[config.mk]
export PLATFORM = sky130hd
export DESIGN_NAME = ipi_timer_ctrl
export DESIGN_NICKNAME = d
export VERILOG_FILES = /design/src/rtl/ipt_pkg.sv /design/src/rtl/ipt_cmd_decode.sv /design/src/rtl/ipt_pend_bank.sv /design/src/rtl/ipt_readback.sv /design/src/rtl/ipi_timer_ctrl.sv
export SDC_FILE = /design/constraint.sdc
export NUM_CORES = 1
export LEC_CHECK = 0
export CAP_MARGIN = 40
export CORE_MARGIN = 2
export CORE_UTILIZATION = 28
export CTS_CLUSTER_DIAMETER = 200
export DETAILED_ROUTE_END_ITERATION = 8
export HOLD_SLACK_MARGIN = 0.08
export PLACE_DENSITY = 0.95
export SLEW_MARGIN = 20
export SYNTH_ARGS = -nofsm -noshare
export SYNTH_HDL_FRONTEND = slang
export SYNTH_SLANG_ARGS = --single-unit
export TNS_END_PERCENT = 1
[constraint.sdc]
create_clock -name clk -period 3.2 [get_ports clk]
set_input_delay 0.8 -clock clk [delete_from_list [all_inputs] [get_ports clk]]
set_output_delay 0.8 -clock clk [all_outputs]
set_load 0.02 [all_outputs]
[src/rtl/ipt_pkg.sv]
package ipt_pkg;

    localparam int NCPU   = 4;
    localparam int DW     = 64;
    localparam int CNT_W  = $clog2(NCPU) + 1;
    localparam int CPU_W  = $clog2(NCPU);

    // field positions inside the combined command register
    localparam int F_IPI_SET = 12;
    localparam int F_IPI_CLR = 8;
    localparam int F_TMR_CLR = 4;
    localparam int F_ACK     = 28;

    // read-back field positions
    localparam int RD_TMR = 4;
    localparam int RD_IPI = 8;

    typedef enum logic [1:0] {
        SEL_COMBINED = 2'd0,
        SEL_IPI_SET  = 2'd1,
        SEL_IPI_CLR  = 2'd2,
        SEL_TMR_CLR  = 2'd3
    } reg_sel_e;

    typedef struct packed {
        logic [NCPU-1:0] ipi_set;
        logic [NCPU-1:0] ipi_clr;
        logic [NCPU-1:0] tmr_clr;
        logic            err;
    } cmd_t;

    function automatic logic [NCPU-1:0] present_mask(input logic [CNT_W-1:0] n);
        int eff;
        logic [NCPU-1:0] m;
        eff = int'(n);
        if (eff == 0)   eff = 1;
        if (eff > NCPU) eff = NCPU;
        for (int i = 0; i < NCPU; i++) m[i] = (i < eff);
        return m;
    endfunction

endpackage

[src/rtl/ipt_cmd_decode.sv]
module ipt_cmd_decode
    import ipt_pkg::*;
#(
    parameter int DATA_W = ipt_pkg::DW
) (
    input  logic              wr_i,
    input  reg_sel_e          sel_i,
    input  logic [DATA_W-1:0] wdata_i,
    input  logic [NCPU-1:0]   present_i,
    output cmd_t              cmd_o
);
    logic [NCPU-1:0] f_set, f_clr, f_tclr, f_mask;

    assign f_set  = wdata_i[F_IPI_SET +: NCPU];
    assign f_clr  = wdata_i[F_IPI_CLR +: NCPU];
    assign f_tclr = wdata_i[F_TMR_CLR +: NCPU];
    assign f_mask = wdata_i[0 +: NCPU];

    always_comb begin
        cmd_o = '0;
        if (wr_i) begin
            unique case (sel_i)
                SEL_COMBINED: begin
                    cmd_o.ipi_set = f_set  & present_i;
                    cmd_o.ipi_clr = f_clr  & present_i;
                    cmd_o.tmr_clr = f_tclr & present_i;
                    cmd_o.err     = (f_set == '0) && (f_clr == '0) &&
                                    (f_tclr == '0) && !wdata_i[F_ACK];
                end
                SEL_IPI_SET: begin
                    cmd_o.ipi_set = f_mask & present_i;
                    cmd_o.err     = (f_mask == '0);
                end
                SEL_IPI_CLR: begin
                    cmd_o.ipi_clr = f_mask & present_i;
                    cmd_o.err     = (f_mask == '0);
                end
                SEL_TMR_CLR: begin
                    cmd_o.tmr_clr = f_mask & present_i;
                    cmd_o.err     = (f_mask == '0);
                end
                default: cmd_o = '0;
            endcase
        end
    end
endmodule

[src/rtl/ipt_pend_bank.sv]
module ipt_pend_bank #(
    parameter int N        = 4,
    parameter bit SET_WINS = 1'b0,
    parameter bit WARN_EN  = 1'b1
) (
    input  logic         clk,
    input  logic         rst,
    input  logic [N-1:0] set_i,
    input  logic [N-1:0] clr_i,
    output logic [N-1:0] pend_o,
    output logic         warn_o
);
    logic [N-1:0] pend_q, pend_d, set_only;
    logic         warn_d, warn_q, past_ok;

    generate
        if (SET_WINS) begin : g_set_wins
            assign pend_d   = (pend_q & ~clr_i) | set_i;
            assign set_only = set_i;
        end else begin : g_clr_last
            logic [N-1:0] after_set;
            assign after_set = pend_q | set_i;
            assign pend_d    = after_set & ~clr_i;
            assign set_only  = set_i & ~clr_i;
        end
        if (WARN_EN) begin : g_warn
            assign warn_d = (|(set_i & pend_q)) | (|(clr_i & ~(pend_q | set_i)));
        end else begin : g_nowarn
            assign warn_d = 1'b0;
        end
    endgenerate

    always_ff @(posedge clk) begin
        if (rst) begin
            pend_q  <= '0;
            warn_q  <= 1'b0;
            past_ok <= 1'b0;
        end else begin
            pend_q  <= pend_d;
            warn_q  <= warn_d;
            past_ok <= 1'b1;
        end
    end

    assign pend_o = pend_q;
    assign warn_o = warn_q;

    // a set request not overridden lands in the next cycle
    a_r2_set_lands: assert property (@(posedge clk) disable iff (rst)
        past_ok |-> ((pend_q & $past(set_only)) == $past(set_only)));

    // a clear without a competing set leaves the bit low
    a_r3_clr_lands: assert property (@(posedge clk) disable iff (rst)
        past_ok |-> ((pend_q & $past(clr_i & ~set_i)) == '0));

    // bits with no request keep their value
    a_r5_idle_hold: assert property (@(posedge clk) disable iff (rst)
        past_ok |-> ((pend_q ^ $past(pend_q)) & ~$past(set_i | clr_i)) == '0);
endmodule

[src/rtl/ipt_readback.sv]
module ipt_readback
    import ipt_pkg::*;
#(
    parameter int DATA_W = ipt_pkg::DW
) (
    input  logic              rd_i,
    input  reg_sel_e          sel_i,
    input  logic [CPU_W-1:0]  req_cpu_i,
    input  logic [NCPU-1:0]   ipi_i,
    input  logic [NCPU-1:0]   tmr_i,
    output logic [DATA_W-1:0] rdata_o
);
    always_comb begin
        rdata_o = '0;
        if (rd_i && sel_i == SEL_COMBINED) begin
            rdata_o[0 +: CPU_W]   = req_cpu_i;
            rdata_o[RD_TMR +: NCPU] = tmr_i;
            rdata_o[RD_IPI +: NCPU] = ipi_i;
        end
    end
endmodule

[src/rtl/ipi_timer_ctrl.sv]
module ipi_timer_ctrl
    import ipt_pkg::*;
(
    input  logic                 clk,
    input  logic                 rst,
    input  logic                 tick_i,
    input  logic [CNT_W-1:0]     num_cpu_i,
    input  logic                 reg_wr_i,
    input  logic                 reg_rd_i,
    input  logic [1:0]           reg_sel_i,
    input  logic [DW-1:0]        reg_wdata_i,
    input  logic [CPU_W-1:0]     req_cpu_i,
    output logic [DW-1:0]        reg_rdata_o,
    output logic [NCPU-1:0]      ipi_o,
    output logic [NCPU-1:0]      tmr_o,
    output logic                 warn_o,
    output logic                 err_o
);
    reg_sel_e        sel;
    logic [NCPU-1:0] present, tick_mask;
    cmd_t            cmd;
    logic            ipi_warn, tmr_warn, err_q, past_ok;

    assign sel       = reg_sel_e'(reg_sel_i);
    assign present   = present_mask(num_cpu_i);
    assign tick_mask = tick_i ? present : '0;

    ipt_cmd_decode #(.DATA_W(DW)) u_dec (
        .wr_i(reg_wr_i), .sel_i(sel), .wdata_i(reg_wdata_i),
        .present_i(present), .cmd_o(cmd)
    );

    ipt_pend_bank #(.N(NCPU), .SET_WINS(1'b0), .WARN_EN(1'b1)) u_ipi (
        .clk(clk), .rst(rst), .set_i(cmd.ipi_set), .clr_i(cmd.ipi_clr),
        .pend_o(ipi_o), .warn_o(ipi_warn)
    );

    ipt_pend_bank #(.N(NCPU), .SET_WINS(1'b1), .WARN_EN(1'b0)) u_tmr (
        .clk(clk), .rst(rst), .set_i(tick_mask), .clr_i(cmd.tmr_clr),
        .pend_o(tmr_o), .warn_o(tmr_warn)
    );

    ipt_readback #(.DATA_W(DW)) u_rd (
        .rd_i(reg_rd_i), .sel_i(sel), .req_cpu_i(req_cpu_i),
        .ipi_i(ipi_o), .tmr_i(tmr_o), .rdata_o(reg_rdata_o)
    );

    always_ff @(posedge clk) begin
        if (rst) begin
            err_q   <= 1'b0;
            past_ok <= 1'b0;
        end else begin
            err_q   <= cmd.err;
            past_ok <= 1'b1;
        end
    end

    assign err_o  = err_q;
    assign warn_o = ipi_warn | tmr_warn;

    // no pending bit rises for a processor outside the present set
    a_r8_absent_quiet: assert property (@(posedge clk) disable iff (rst)
        past_ok |-> (((ipi_o | tmr_o) & ~$past(ipi_o | tmr_o) & ~$past(present)) == '0));

    // a tick leaves every present timer bit set
    a_r6_tick_all: assert property (@(posedge clk) disable iff (rst)
        past_ok && $past(tick_i) |-> ((tmr_o & $past(present)) == $past(present)));

    // an empty combined command is flagged
    a_r4_empty_err: assert property (@(posedge clk) disable iff (rst)
        past_ok && $past(reg_wr_i && reg_sel_i == 2'd0 &&
                         reg_wdata_i[15:4] == 12'h0 && !reg_wdata_i[28]) |-> err_o);

    // combined read-back carries the live IPI vector
    a_r9_read_ipi: assert property (@(posedge clk) disable iff (rst)
        reg_rd_i && reg_sel_i == 2'd0 |-> reg_rdata_o[11:8] == ipi_o);

    // flags are idle right after reset
    a_r1_flags_idle: assert property (@(posedge clk) disable iff (rst)
        !past_ok |-> !warn_o && !err_o);
endmodule

Word-level counts from Yosys, hierarchy flattened
Index checks and enable logic that the tools add are counted.
{"block": "totals", "reg_bits": 10, "wordCells": 52}
{"block": "op_classes", "reduce_logical": 15, "bitwise": 15, "mux": 10, "eq_ne": 3, "order_cmp": 5}
{"op": "$lt A3 B32 Y1 const A", "n": 2}
{"op": "$and A4 B4 Y4", "n": 8}
{"op": "$gt A32 B4 Y1 const B", "n": 1}
{"op": "$lt A1 B32 Y1 const A", "n": 1}
{"op": "$lt A2 B32 Y1 const A", "n": 1}
{"op": "$mux W32", "n": 1}
{"op": "$pmux W4 S2", "n": 3}
{"op": "$logic_not A4 Y1", "n": 4}
{"op": "$mux W13", "n": 1}
{"op": "$not A4 Y4", "n": 3}
{"op": "$mux W8", "n": 1}
{"op": "$or A4 B4 Y4", "n": 2}
{"op": "$reduce_or A4 Y1", "n": 2}
{"op": "$eq A2 B2 Y1 const B", "n": 2}
{"op": "$logic_and A1 B1 Y1", "n": 4}
{"op": "$mux W4", "n": 1}
{"op": "$logic_not A3 Y1", "n": 1}
{"op": "$mux W3", "n": 1}
{"op": "$reduce_or A3 Y1", "n": 1}
{"op": "$eq A2 B1 Y1 const B", "n": 1}
{"op": "$logic_not A2 Y1", "n": 1}
{"op": "$mux W2", "n": 1}
{"op": "$pmux W1 S2", "n": 1}
{"op": "$reduce_or A2 Y1", "n": 1}
{"op": "other kinds (3)", "n": 3}

Longest topological paths before layout
{"block": "logic_depth", "ltp_word": 13, "depth_mapped": 7, "mapped_depth_nobuf": 6}

Hierarchy
Synthesis repeated with hierarchy kept, for this count alone.
{"block": "unflattened", "hier_cells": 161, "hier_area_um2": 1241.2}
{"module": "ipt_readback", "n_inst": 1, "area_per_inst_um2": 534.3, "cells_per_inst": 65}
{"module": "ipt_cmd_decode", "n_inst": 1, "area_per_inst_um2": 291.5, "cells_per_inst": 49}
{"module": "ipt_pend_bank at u_ipi", "n_inst": 1, "area_per_inst_um2": 180.2, "cells_per_inst": 18}
{"module": "ipt_pend_bank at u_tmr", "n_inst": 1, "area_per_inst_um2": 151.4, "cells_per_inst": 18}
{"module": "ipi_timer_ctrl", "n_inst": 1, "area_per_inst_um2": 83.8, "cells_per_inst": 11}

Worst setup path after synthesis
OpenSTA, ideal clock, no wires.
{"block": "synth_timing", "kind": "input-to-output", "from": "input reg_sel_i[0]", "to": "output reg_rdata_o[0]", "t_arrival_ns": 1.738, "required_ns": 2.400, "path_buffers": 2, "setup_slack_ns": 0.662, "stages": 5, "path_cell_list": "inv_1 > ha_1 > buf_4 > clkbuf_1 > and3_1"}
{"block": "synth_via", "elab_chain_cells": 3}
{"item": "start, declared", "line": "ipi_timer_ctrl.sv:10", "text": "input logic [1:0] reg_sel_i,"}
{"item": "$logic_not A2 Y1", "line": "ipt_readback.sv:15", "text": "if (rd_i && sel_i == SEL_COMBINED) begin"}
{"item": "$logic_and A1 B1 Y1", "line": "ipt_readback.sv:15"}
{"item": "$mux W2", "line": "ipt_readback.sv:15"}
{"item": "end, declared", "line": "ipi_timer_ctrl.sv:13", "text": "output logic [DW-1:0] reg_rdata_o,"}
No other way between the ends.

Final worst setup path
{"block": "layout_timing", "from": "input reg_sel_i[1]", "to": "output reg_rdata_o[9]"}
{"block": "layout_via", "elab_chain_cells": 3}
{"item": "$logic_not A2 Y1", "line": "ipt_readback.sv:15"}
{"item": "$logic_and A1 B1 Y1", "line": "ipt_readback.sv:15"}
{"item": "$mux W8", "line": "ipt_readback.sv:15"}
No other way between the ends.

==> impl_results.md <==
- Status: complete, no violations
- RSZ-0062 raised after global routing: false
- Critical-path cell list: clkdlybuf4s50_1 -> inv_1 -> ha_4 -> and3_1 -> dlymetal6s2s_1
- Crit path arrival time: 1.97 ns
- Final hold violations: 0
- Area of the multi-input gates: 738.2 um^2
- Post_cts resized: 2
- Crit Path Class: input pin to primary output
- Hpwl dp: 2516 um
- Area after DPL: 1541 um^2
- Crit end category: primary output
- Hold WC Path Type: flip-flop to flip-flop
- Placed cell count: 245
- Synthesized area: 1172 um^2
- Drt pass-1 iters: 4
- Yosys warns: 0
- CTS clk-pin slew, worst paths: 0.05 ns
- Final instance area: 1620 um^2
- Root Driver: clkbuf_8
- CTS Buffer Depth: 2
- Area delta synth->final: 38.21%
- Antenna cells: 0
- Worst-skew pair later-pin latency: 0.23 ns
- Top-Level Pins: 150
- Yosys reg bits: 10
- Total design power: 463.6 uW
- Remaining global-route overflow: 0
- Initial Utilization: 0.2910
- Clock sink total: 10
- Routed WL per cell: 12.56 um
- Critical Path RT: 2.40 ns
- CTS Hold Bufs: 0
- Worst setup SP type: input pin
- Vias in the first global route: 926
- Port bufs: 48
- Core ar.: 4029 um^2
- CTS tree: yes
- Worst Setup SP: reg_sel_i[1]
- Worst vdd ir: 0.1062 mV
- Post-Syn Instances: 147
- Cell family with most CP delay: buffers and inverters
- Wirelength, routed: 3115 um
- Num CTS Buffers: 3
- Post-DRT Antenna Nets: 0
- Synth area leader: buf_4
- Crit share post-route: 0.8651
- Final cell count without fillers: 248
- Max cap viols: 0
- Initial antenna violation count: 0
- Fin crit period: 2.768 ns
- Wire length of the first global-routing pass: 4457 um
- Hold Startpoint: u_tmr.pend_o[3]$_SDFF_PP0_
- Leakage: 0.0008849 uW
- Layout cells sized above 1: 0.08586
- Mapped Avg Cell Area: 7.975 um^2
- Worst path slowest cell: clkdlybuf4s50_1
- Top achievable clock speed: 0.3612 GHz
- Crit-path max cell delay: 0.43 ns
- Die Area: 4720 um^2
- Final Max Slew Viols: 0
- GP Congestion: 0.9155
- CTS H-tree depth: 1
- Post-CTS Setup Inserts: 0
- Synth top area share: 0.3522
- Register Area: 200.2 um^2
- Power per cell area: 286.1 nW/um^2
- Die Span X: 68.71 um
- CP Max Fanout: 13
- Std-Cell Rows: 23
- Reg-to-Reg Start: u_ipi.pend_o[0]$_SDFF_PP0_
- Clk_skew: 0.001411 ns
- Final setup viols: 0
- Worst Path Buf+Inv: 3
- Residual DRC count: 0
- Initial DRC Count: 98
- Die Height: 68.71 um
- Pre-CTS setup slack: -0.2227 ns
- Final Core Density: 0.4022
- Pin count of the biggest net entering global routing: 14
- Nets: 280
- Sequential area share after synthesis: 0.1708
- Vias per inst: 4.395
- Vias: 1090
- Worst R2R Setup Slack: 2.20 ns
- Synth area leaders: buf_4 (35%), dfxtp_1 (17%), and3_1 (5.3%)
- All-Layer GR Usage: 0.1311
- Synth unique cells: 33
- Fillers: 408
- Final setup margin: 0.4316 ns
-- layout by cell type (no fill, tap or decap), drive strengths merged, types with 3 or more instances in the layout --
cell type      Yosys  routed
conb               1      54
inv                4       4
a22oi             11      11
nor4b              3       3
o21ai              4       4
a21oi              7       7
nor2               7       7
and3              10      10
clkbuf             1       3
dfxtp             10      10
o31ai              3       3
clkdlybuf4s50      0      38
nor3               4       4
buf               58       6
nor4               3       3
dlymetal6s2s       0      10
ha                 4       4
-- state kept, by name (all words and copies together), names as in the netlist --
name	count
u_ipi.warn_o	1
u_tmr.pend_o	4
u_ipi.pend_o	4
err_o	1
-- synth_stat cells --
cell type,count
inv_1,4
a31oi_1,2
nor4_1,3
nand2b_1,2
nand4_1,1
nand2_1,2
a22oi_1,8
nor4b_1,1
a22oi_2,3
nor3b_2,1
a21oi_1,7
conb_1,1
ha_1,4
o31ai_1,3
clkbuf_1,1
o21ai_0,2
nor3b_1,1
nor2b_1,1
or4_1,1
buf_1,1
nor4b_2,2
a41oi_2,1
and3b_1,1
o21ai_1,2
a41oi_1,1
a22o_1,2
dfxtp_1,10
and2b_1,1
buf_2,2
nor3_1,4
and3_1,10
nor2_1,7
buf_4,55
-- report_power, final --
part           total, uW  internal [uW]  switching (uW)
logic                192           73.7             118
clock network        134           82.6            51.0
registers            138            132            6.27
total                464            288             175
-- cell families after synthesis --
| kind of cell | Yosys count | share of synthesized area |
|---|---|---|
| AOI/OAI and AO/OA | 31 | 0.1964 |
| adders and majority gates | 4 | 0.04269 |
| other | 1 | 0.003199 |
| DFF | 10 | 0.1708 |
| and+or+nand+nor | 38 | 0.2071 |
| buffers and inverters | 63 | 0.3799 |
-- path summary, 6_finish.rpt --
check                               end  cells past startpoint
max reg2reg     u_ipi.warn_o$_SDFF_PP0_                      3
max                      reg_rdata_o[9]                      5
min reg2reg  u_tmr.pend_o[3]$_SDFF_PP0_                      2
min          u_tmr.pend_o[3]$_SDFF_PP0_                      2
-- layout make-up --
class,count,area share
well taps,50,0.03861
flip-flops and latches,10,0.1236
inverters,4,0.009266
repair buffers,54,0.3475
multi-input cells,127,0.4556
clock buffers,3,0.02548
-- per-stage QoR --
step,hold WS (ns),setup TNS (ns)
floorplan,0.5519,0
global placement,0.4870,-1.659
finish,0.4981,0
CTS,0.4997,0
detailed placement,0.4882,-2.135
global route,0.5339,0
-- routing by layer --
metal	vias up	routed length, um	track usage
met1	483	1241	0.1662
li1	519	-	-
met4	0	0	0.02941
met2	88	1392	0.2115
met5	-	0	0
met3	0	481	0.04870
-- worst min-delay path: stages (launching register included) --
cell and delay, ns:
dfxtp_1 0.32, o31ai_1 0.07, a21oi_1 0.06
Power figures use the tool's default switching activity.
